**config.mk**
```make
export PLATFORM = sky130hd
export DESIGN_NAME = smbase_guard
export DESIGN_NICKNAME = d
export VERILOG_FILES = /design/src/rtl/smbg_pkg.sv /design/src/rtl/smbg_merge.sv /design/src/rtl/smbg_fsm.sv /design/src/rtl/smbg_byte.sv /design/src/rtl/smbg_out.sv /design/src/rtl/smbase_guard.sv
export SDC_FILE = /design/constraint.sdc
export NUM_CORES = 1
export LEC_CHECK = 0
export ABC_AREA = 1
export BUFFER_PORTS_ARGS = -buffer_cell sky130_fd_sc_hd__buf_2
export CAP_MARGIN = 20
export CORE_MARGIN = 10
export CORE_UTILIZATION = 49
export CTS_CLUSTER_SIZE = 10
export DETAILED_ROUTE_END_ITERATION = 16
export PLACE_DENSITY = 0.84
export SETUP_SLACK_MARGIN = 0.1
export SYNTH_ARGS = -nofsm -noshare
export SYNTH_HDL_FRONTEND = slang
export SYNTH_SLANG_ARGS = --single-unit
```
**constraint.sdc**
```tcl
create_clock -name clk -period 2.1 [get_ports clk]
set_input_delay 0 -clock clk [delete_from_list [all_inputs] [get_ports clk]]
set_output_delay 0 -clock clk [all_outputs]
set_load 0.05 [all_outputs]
```
**src/rtl/smbg_pkg.sv**
```systemverilog
package smbg_pkg;

    typedef enum logic [1:0] {
        ST_RESET   = 2'd0,
        ST_QUERIED = 2'd1,
        ST_LOCKED  = 2'd2
    } smbg_state_e;

    typedef enum logic [2:0] {
        T_NONE    = 3'd0,
        T_RAW     = 3'd1,
        T_DISCARD = 3'd2,
        T_QUERY   = 3'd3,
        T_HOLD    = 3'd4,
        T_LOCK    = 3'd5,
        T_FROZEN  = 3'd6
    } smbg_trans_e;

endpackage

```
**src/rtl/smbg_merge.sv**
```systemverilog
module smbg_merge
    import smbg_pkg::*;
#(
    parameter int DW       = 8,
    parameter int LOCK_BIT = 1
) (
    input  smbg_state_e     state,
    input  logic [DW-1:0]   cur_val,
    input  logic [DW-1:0]   wr_data,
    output logic [DW-1:0]   merged
);
    localparam logic [DW-1:0] LOCK_MASK = DW'(1) << LOCK_BIT;

    logic [DW-1:0] mask;

    always_comb begin
        unique case (state)
            ST_RESET:   mask = '1;
            ST_QUERIED: mask = LOCK_MASK;
            ST_LOCKED:  mask = '0;
            default:    mask = '0;
        endcase
    end

    assign merged = (cur_val & ~mask) | (wr_data & mask);

endmodule

```
**src/rtl/smbg_fsm.sv**
```systemverilog
module smbg_fsm
    import smbg_pkg::*;
#(
    parameter int              DW        = 8,
    parameter logic [DW-1:0]   QUERY_VAL = 8'hFF,
    parameter int              LOCK_BIT  = 1
) (
    input  logic            clk,
    input  logic            rst_n,
    input  logic            wr_en,
    input  logic            feat_en,
    input  logic [DW-1:0]   merged,
    output smbg_state_e     state_q,
    output smbg_trans_e     trans
);
    smbg_state_e state_d;

    always_comb begin
        state_d = state_q;
        trans   = T_NONE;
        if (wr_en) begin
            if (!feat_en) begin
                trans = T_RAW;
            end else begin
                unique case (state_q)
                    ST_RESET: begin
                        if (merged == QUERY_VAL) begin
                            trans   = T_QUERY;
                            state_d = ST_QUERIED;
                        end else begin
                            trans = T_DISCARD;
                        end
                    end
                    ST_QUERIED: begin
                        if (merged == QUERY_VAL) begin
                            trans = T_QUERY;
                        end else if (merged[LOCK_BIT]) begin
                            trans   = T_LOCK;
                            state_d = ST_LOCKED;
                        end else begin
                            trans = T_HOLD;
                        end
                    end
                    ST_LOCKED: trans = T_FROZEN;
                    default: begin
                        trans   = T_NONE;
                        state_d = ST_RESET;
                    end
                endcase
            end
        end
    end

    always_ff @(posedge clk or negedge rst_n) begin
        if (!rst_n) state_q <= ST_RESET;
        else        state_q <= state_d;
    end

endmodule

```
**src/rtl/smbg_byte.sv**
```systemverilog
module smbg_byte
    import smbg_pkg::*;
#(
    parameter int              DW        = 8,
    parameter logic [DW-1:0]   INRAM_VAL = 8'h01,
    parameter int              LOCK_BIT  = 1
) (
    input  logic            clk,
    input  logic            rst_n,
    input  smbg_trans_e     trans,
    input  logic [DW-1:0]   merged,
    output logic [DW-1:0]   val_q
);
    localparam logic [DW-1:0] LOCK_VAL = DW'(1) << LOCK_BIT;

    logic [DW-1:0] val_d;

    always_comb begin
        unique case (trans)
            T_NONE:            val_d = val_q;
            T_RAW, T_HOLD:     val_d = merged;
            T_DISCARD:         val_d = '0;
            T_QUERY:           val_d = INRAM_VAL;
            T_LOCK, T_FROZEN:  val_d = LOCK_VAL;
            default:           val_d = val_q;
        endcase
    end

    always_ff @(posedge clk or negedge rst_n) begin
        if (!rst_n) val_q <= '0;
        else        val_q <= val_d;
    end

endmodule

```
**src/rtl/smbg_out.sv**
```systemverilog
module smbg_out
    import smbg_pkg::*;
(
    input  smbg_state_e state,
    output logic        blackhole_en,
    output logic        smm_window_en
);
    always_comb begin
        unique case (state)
            ST_LOCKED: begin
                blackhole_en  = 1'b1;
                smm_window_en = 1'b1;
            end
            default: begin
                blackhole_en  = 1'b0;
                smm_window_en = 1'b0;
            end
        endcase
    end

endmodule

```
**src/rtl/smbase_guard.sv**
```systemverilog
module smbase_guard
    import smbg_pkg::*;
#(
    parameter int              DW        = 8,
    parameter logic [DW-1:0]   QUERY_VAL = 8'hFF,
    parameter logic [DW-1:0]   INRAM_VAL = 8'h01,
    parameter int              LOCK_BIT  = 1
) (
    input  logic            clk,
    input  logic            rst_n,
    input  logic            wr_en,
    input  logic [DW-1:0]   wr_data,
    input  logic            feat_en,
    output logic [DW-1:0]   rd_data,
    output logic            blackhole_en,
    output logic            smm_window_en
);
    smbg_state_e   state_q;
    smbg_trans_e   trans;
    logic [DW-1:0] merged;
    logic [DW-1:0] val_q;

    smbg_merge #(.DW(DW), .LOCK_BIT(LOCK_BIT)) u_merge (
        .state   (state_q),
        .cur_val (val_q),
        .wr_data (wr_data),
        .merged  (merged)
    );

    smbg_fsm #(.DW(DW), .QUERY_VAL(QUERY_VAL), .LOCK_BIT(LOCK_BIT)) u_fsm (
        .clk     (clk),
        .rst_n   (rst_n),
        .wr_en   (wr_en),
        .feat_en (feat_en),
        .merged  (merged),
        .state_q (state_q),
        .trans   (trans)
    );

    smbg_byte #(.DW(DW), .INRAM_VAL(INRAM_VAL), .LOCK_BIT(LOCK_BIT)) u_byte (
        .clk    (clk),
        .rst_n  (rst_n),
        .trans  (trans),
        .merged (merged),
        .val_q  (val_q)
    );

    smbg_out u_out (
        .state         (state_q),
        .blackhole_en  (blackhole_en),
        .smm_window_en (smm_window_en)
    );

    assign rd_data = val_q;

endmodule

```
==> results by group, run 1 <==
Timing
  • Final setup vio count: 0
  • Final Hold Fails: 0
  • Least-Margin Pin Slew: 0.2589 ns
  • Min Hold Slack: 0.07279 ns
  • Final worst path period need: 1.909 ns
  • Setup TNS: 0 ns
  • Max Slew Vio Count: 0
  • Final WS setup: 0.1914 ns
  • Achievable clock frequency: 523.9 MHz
  • Slew headroom: 82.68%
  • Worst Skew: 0.002412 ns
  • RSZ-0062 raised after global routing: true
  • Tcrit/Tclk final: 90.89%

Cells and area
  • Fillers: 120
  • Area taken by multi-input logic gates: 432.9 um2
  • Share of layout cells above drive strength 1: 31.62%
  • Design Area, Final: 913.4 um2
  • Seq. cell area: 252.7 um2
  • Area Growth Syn to Fin: 25.65%
  • Final Net Count: 150
  • Diodes inserted: 0

CTS
  • Clock tree buffer depth: 2
  • Clock Sinks: 10
  • TritonCTS clock tree: built
  • Clk Latency, worst-skew pair: 0.26 ns
  • Clock buffer count from CTS: 3
  • Clock root buffer: clkbuf_4
  • Worst-path clk slew: 0.06 ns
  • CTS H-tree depth: 1

Critical path
  • Crit path DAT: 2.06 ns
  • Worst reg2reg path endpoint: u_byte.val_q[0]$_DFFE_PN0P_
  • Flop2flop setup slack: 0.19 ns
  • Worst R2R Path Depth: 14
  • Critical Path Sink Type: register
  • R2R Path Start: u_fsm.state_q[1]$_DFFE_PN0P_
  • Startpoint types: register
  • Req. time, crit path: 2.25 ns
  • Critical path type: reg -> reg
  • Crit path max fanout: 7

Logic synthesis
  • Synth top area share: 34.42%
  • Most frequent cells after synthesis: 44 x nand2_1, 14 x inv_1, 11 x nor2_1
  • Syn_area_per_cell: 6.669 um2
  • Ys flop type: dfrtp_1
  • Yosys reg bits: 10
  • Cells after Synth: 109
  • Syn nets: 121
  • Sequential fraction of the synthesis area: 34.42%
  • Number of flops mapped to enable cells by yosys: 0
  • Distinct cells, synth: 22
  • Leading area contributor after synthesis: dfrtp_1
  • Top post-synthesis cells by area: dfrtp_1 34%, nand2_1 23%, inv_1 7.2%
  • Asr flop ratio synth: 100.0%
  • Top-count cell post-synth: nand2_1
  • Syn Std Cell Area: 726.9 um2
  • Synthesis Warnings: 0

Drt
  • DR iter-0 viols: 23
  • Remaining DRCs: 0
  • Antenna viol nets, final: 0
  • Vias per inst: 5.013
  • TritonRoute pass-1 iters: 4
  • Final WL: 1939 um
  • Wirelength per Cell: 12.84 um
  • Via count: 757

Outcome
  • Run status: finished clean

Power
  • Maximum vdd drop: 0.6730 mV
  • PwrDens: 1312 nW/um2
  • Leakage: 0.0005069 uW
  • Total power draw: 1199 uW

Placement
  • Port Buffers: 21
  • Area after DPL: 834.6 um2
  • Post-Place Setup Slack: 0.1644 ns
  • Routability Congestion: 0.8873
  • Post-detail-place hpwl: 1408 um

Floorplan
  • Core area: 1350 um2
  • Die extent in y: 58.52 um
  • Die X: 58.52 um
  • Core Rows: 13
  • Die Area: 3424 um2
  • I/O pin cnt: 22
  • Initial cell density of the core: 53.85%

Job
  • # Max-Cap Violations: 0

Hold path
  • Hold Path Stages: 4
  • Hold Crit Class: in -> reg
  • HP Start: wr_data[1]
  • Hold worst-path end: u_fsm.state_q[0]$_DFFE_PN0P_

Global route
  • GRT overflow: 0
  • Number of antenna violations at the first check in global routing: 0
  • Vias in the first global route: 653
  • Largest net degree at the start of global routing: 17
  • Total global-route track usage: 10.51%
  • First-pass GRT wire length: 2925 um
## cell families after synthesis
| logic type | synth area share, % |
|---|---|
| flip-flops | 34.42 |
| AO/OA/AOI/OAI | 11.88 |
| AND/OR/NAND/NOR | 43.37 |
| buffers and inverters | 10.33 |
## worst max-delay path: stages, from the launching register on
cell     delay, ns
dfrtp_2       0.46
inv_2         0.12
nand2_2       0.11
nand2_1       0.07
nand2_1       0.07
nand2_1       0.09
nor2_2        0.05
nand2_1       0.08
nand2_1       0.07
nand2_2       0.12
nand2_4       0.10
o21ai_4       0.28
nor2_1        0.07
nor2_1        0.09
nor2_1        0.05
## what timing repair did
item,in CTS,in global routing
resized for setup,0,5
buffers inserted,0,2
endpoints found under the setup margin,0,8
hold endpoints to repair,10,0
hold buffers,1,0
## stage by stage
step	utilization, %	std cells
floorplan	-	109
global placement	61.82	143
detailed placement	61.82	143
CTS	64.23	147
global route	67.66	151
finish	67.66	151
## power by group
part | internal (uW) | switching [uW] | leakage [uW]
Clock | 66.1 | 62.5 | 0.0000138
Combinational | 195 | 541 | 0.000371
Sequential | 269 | 64.1 | 0.000122
## sequential cells by signal, summed over array words and instances, names as in the netlist
| register | cells |
|---|---|
| u_byte.val_q | 8 |
| u_fsm.state_q | 2 |
## area by class of cell
type / count / area share (%)
Sequential cell: 10 / 27.67
Timing Repair Buffer: 24 / 14.25
Tap cell: 15 / 2.055
Inverter: 15 / 6.164
Clock buffer: 3 / 2.466
Multi-Input combinational cell: 84 / 47.40
## worst max path at each step
| stage | start | end | slack (ns) | cells past startpoint |
|---|---|---|---|---|
| floorplan | u_byte.val_q[4]$_DFFE_PN0P_ | u_byte.val_q[1]$_DFFE_PN0P_ | 0.26 | 12 |
| global placement | u_fsm.state_q[0]$_DFFE_PN0P_ | u_byte.val_q[0]$_DFFE_PN0P_ | 0.23 | 12 |
| detailed placement | u_fsm.state_q[0]$_DFFE_PN0P_ | u_byte.val_q[0]$_DFFE_PN0P_ | 0.16 | 12 |
| CTS | u_fsm.state_q[0]$_DFFE_PN0P_ | u_byte.val_q[0]$_DFFE_PN0P_ | 0.15 | 12 |
| global route | u_fsm.state_q[1]$_DFFE_PN0P_ | u_byte.val_q[0]$_DFFE_PN0P_ | 0.06 | 14 |
| finish | u_fsm.state_q[1]$_DFFE_PN0P_ | u_byte.val_q[0]$_DFFE_PN0P_ | 0.19 | 14 |
## cell usage in the layout, fill, tap and decap left out, drive strengths merged
master,n
nor2,15
nor3,1
nand4,1
buf,23
dlygate4sd3,1
nand3,6
o22ai,6
a21oi,1
inv,15
dfrtp,10
nand2,49
o21ai,4
a31oi,1
clkbuf,3
## per-layer routing
layer | GRT usage [%] | vias to the layer above | part of all wire [%]
li1 | - | 403 | -
met1 | 12.87 | 332 | 43
met2 | 17.30 | 22 | 51
met3 | 3.004 | 0 | 5.8
met4 | 3.020 | 0 | 0
met5 | 0 | - | 0
No activity file was read; power rests on OpenSTA's default activity.
==> run 2, diff against run 1 <==
CORE_UTILIZATION = 53   (was 49)
PLACE_DENSITY = 0.89   (was 0.84)
clock period = 2.4 ns   (was 2.1 ns; I/O delays follow)
==> results by group, run 2 (synthesized netlist as in run 1, its figures left out) <==
Outcome
  • Run status: finished clean

Power
  • PwrDens: 1172 nW/um2 (-11%)
  • Maximum vdd drop: 0.6192 mV (-8.0%)
  • Leakage: 0.0004840 uW (-4.5%)
  • Total power draw: 1013 uW (-15%)

Cells and area
  • Largest register by flop count: u_byte.val_q
  • Design Area, Final: 864.6 um2 (-5.3%)
  • Area taken by multi-input logic gates: 401.6 um2 (-7.2%)
  • Largest register FFs: 8 (unchanged)
  • Most frequent cells in the layout: 44 x nand2_1, 21 x buf_2, 14 x inv_1
  • Fillers: 123 (+2.5%)
  • Share of layout cells above drive strength 1: 27.27% (-4.3 points)
  • Final Net Count: 146 (-2.7%)
  • Largest regs: u_byte.val_q x8, u_fsm.state_q x2
  • Seq. cell area: 250.2 um2 (-0.99%)
  • Commonest non-fill, non-tap cell in the layout: nand2_1
  • Area Growth Syn to Fin: 18.93%
  • Diodes inserted: 0 (unchanged)

Drt
  • Remaining DRCs: 0 (unchanged)
  • Vias per inst: 5.027 (+0.28%)
  • TritonRoute pass-1 iters: 4 (unchanged)
  • Via count: 739 (-2.4%)
  • Final WL: 1722 um (-11%)
  • Antenna viol nets, final: 0 (unchanged)
  • DR iter-0 viols: 18 (-22%)
  • Wirelength per Cell: 11.71 um (-8.8%)

Critical path
  • Crit path max fanout: 9 (+2)
  • Startpoint types: register
  • Critical Path Sink Type: register
  • Critical Path End: u_byte.val_q[0]$_DFFE_PN0P_
  • Flop2flop setup slack: 0.45 ns (+0.26 ns)
  • Crit path cell chain: nor2_4 -> nand2_1 -> o21ai_1 -> nand2_1 -> nor2_2 -> nand3_1 -> nand2_1 -> nand2_2 -> o21ai_4 -> nor2_1 -> nor2_1 -> nor2_1
  • Slowest cell on the critical path: dfrtp_1
  • Worst reg2reg path endpoint: u_byte.val_q[0]$_DFFE_PN0P_
  • Crit path DAT: 2.11 ns (+0.05 ns)
  • Worst R2R Path Depth: 12 (-2)
  • Max incr delay on CP: 0.45 ns (about the same)
  • Req. time, crit path: 2.56 ns (+0.31 ns)
  • R2R Path Start: u_fsm.state_q[0]$_DFFE_PN0P_
  • CP startpoint: u_fsm.state_q[0]$_DFFE_PN0P_
  • Critical path type: reg -> reg

Global route
  • GRT overflow: 0 (unchanged)
  • Met3 Use GR: 2.876% (-0.13 points)
  • Largest net degree at the start of global routing: 17 (unchanged)
  • Number of antenna violations at the first check in global routing: 0 (unchanged)
  • First-pass GRT wire length: 3105 um (+6.2%)
  • Routing usage on met2: 17.98% (+0.69 points)
  • Vias in the first global route: 729 (+12%)
  • GR peak layer: met2
  • Met1 Track Usage GR: 13.04% (+0.17 points)
  • Total global-route track usage: 11.65% (+1.1 points)

CTS
  • Clock root buffer: clkbuf_4
  • Clock buffer count from CTS: 3 (unchanged)
  • CTS H-tree depth: 1 (unchanged)
  • Clock Sinks: 10 (unchanged)
  • TritonCTS clock tree: built
  • Post-CTS Resized: 0 (unchanged)
  • Clock tree buffer depth: 2 (unchanged)
  • Worst-path clk slew: 0.06 ns (about the same)
  • Clk Latency, worst-skew pair: 0.27 ns (about the same)

Timing
  • Setup TNS: 0 ns (unchanged)
  • Final worst path period need: 1.950 ns (+0.04161 ns)
  • Least-Margin Pin Slew: 0.2487 ns (-0.01020 ns)
  • Final setup vio count: 0 (unchanged)
  • Final Hold Fails: 0 (unchanged)
  • Achievable clock frequency: 512.8 MHz (-2.1%)
  • Slew headroom: 83.40% (+0.73 points)
  • RSZ-0062 raised after global routing: false
  • Worst Skew: 0.004413 ns (+0.002001 ns)
  • Tcrit/Tclk final: 81.26% (-9.6 points)
  • Min Hold Slack: 0.06397 ns (-0.008818 ns)
  • Max Slew Vio Count: 0 (unchanged)
  • Final WS setup: 0.4498 ns (+0.2584 ns)

Floorplan
  • Core Rows: 13 (unchanged)
  • Die extent in y: 57.04 um (-2.5%)
  • Die Area: 3253 um2 (-5.0%)
  • Initial cell density of the core: 55.87% (+2.0 points)
  • Core area: 1301 um2 (-3.6%)
  • I/O pin cnt: 22 (unchanged)
  • Die X: 57.04 um (-2.5%)

Placement
  • Port Buffers: 21 (unchanged)
  • Area after DPL: 832.0 um2 (-0.30%)
  • Routability Congestion: 0.8520 (-4.0%)
  • Post-Place Setup Slack: 0.4493 ns (+0.2849 ns)
  • Post-detail-place hpwl: 1355 um (-3.7%)

Job
  • # Max-Cap Violations: 0 (unchanged)

Hold path
  • Hold Crit Class: in -> reg
-- run 2: cell count changes in the layout (fill, tap and decap cells not counted), sizes merged --
cell / previous run / this run
nand3: 6 / 5
buf: 23 / 21
nor2: 15 / 14
-- run 2: how the worst min path moves through the flow --
| stage | cells past startpoint | endpoint | start |
|---|---|---|---|
| after global placement | 1 | u_byte.val_q[4]$_DFFE_PN0P_ | rst_n |
| after floorplan | 0 | u_byte.val_q[0]$_DFFE_PN0P_ | rst_n |
| after detailed placement | 1 | u_byte.val_q[4]$_DFFE_PN0P_ | rst_n |
| after global routing | 4 | u_fsm.state_q[1]$_DFFE_PN0P_ | feat_en |
| after CTS | 4 | u_fsm.state_q[0]$_DFFE_PN0P_ | wr_data[1] |
| final | 4 | u_fsm.state_q[0]$_DFFE_PN0P_ | wr_data[1] |
-- run 2: worst max-delay path, delay by kind of cell, from the launching register on --
family | cells | cell delay (ns)
compound gates | 2 | 0.37
flops | 1 | 0.45
simple gates | 10 | 1.01
-- run 2: area by class of cell --
class | instances | share of cell area [%]
multi-input cells | 82 | 46.45
flip-flops and latches | 10 | 28.94
repair buffers | 22 | 13.31
inverters | 15 | 6.512
clock buffers | 3 | 2.605
well taps | 15 | 2.171
-- run 2: power by group --
part | internal (uW) | total (uW) | switching (uW) | leakage, uW
registers | 234 | 291 | 56.6 | 0.000124
logic | 154 | 607 | 453 | 0.000346
clock network | 58.0 | 115 | 57.2 | 0.0000138
-- run 2: metal layers --
layer,wire length (um),up-vias
li1,-,387
met1,774,318
met2,747,30
met3,136,4
met4,63,0
met5,0,-
-- run 2: stage by stage --
stage	utilization (%)	instances
floorplan	-	109
global placement	63.94	143
detailed placement	63.94	143
CTS	66.44	147
global route	66.44	147
finish	66.44	147
-- run 2: repair_timing --
item	CTS	global route
buffers inserted	0	0
hold buffers	1	0
endpoints found under the hold margin	10	0
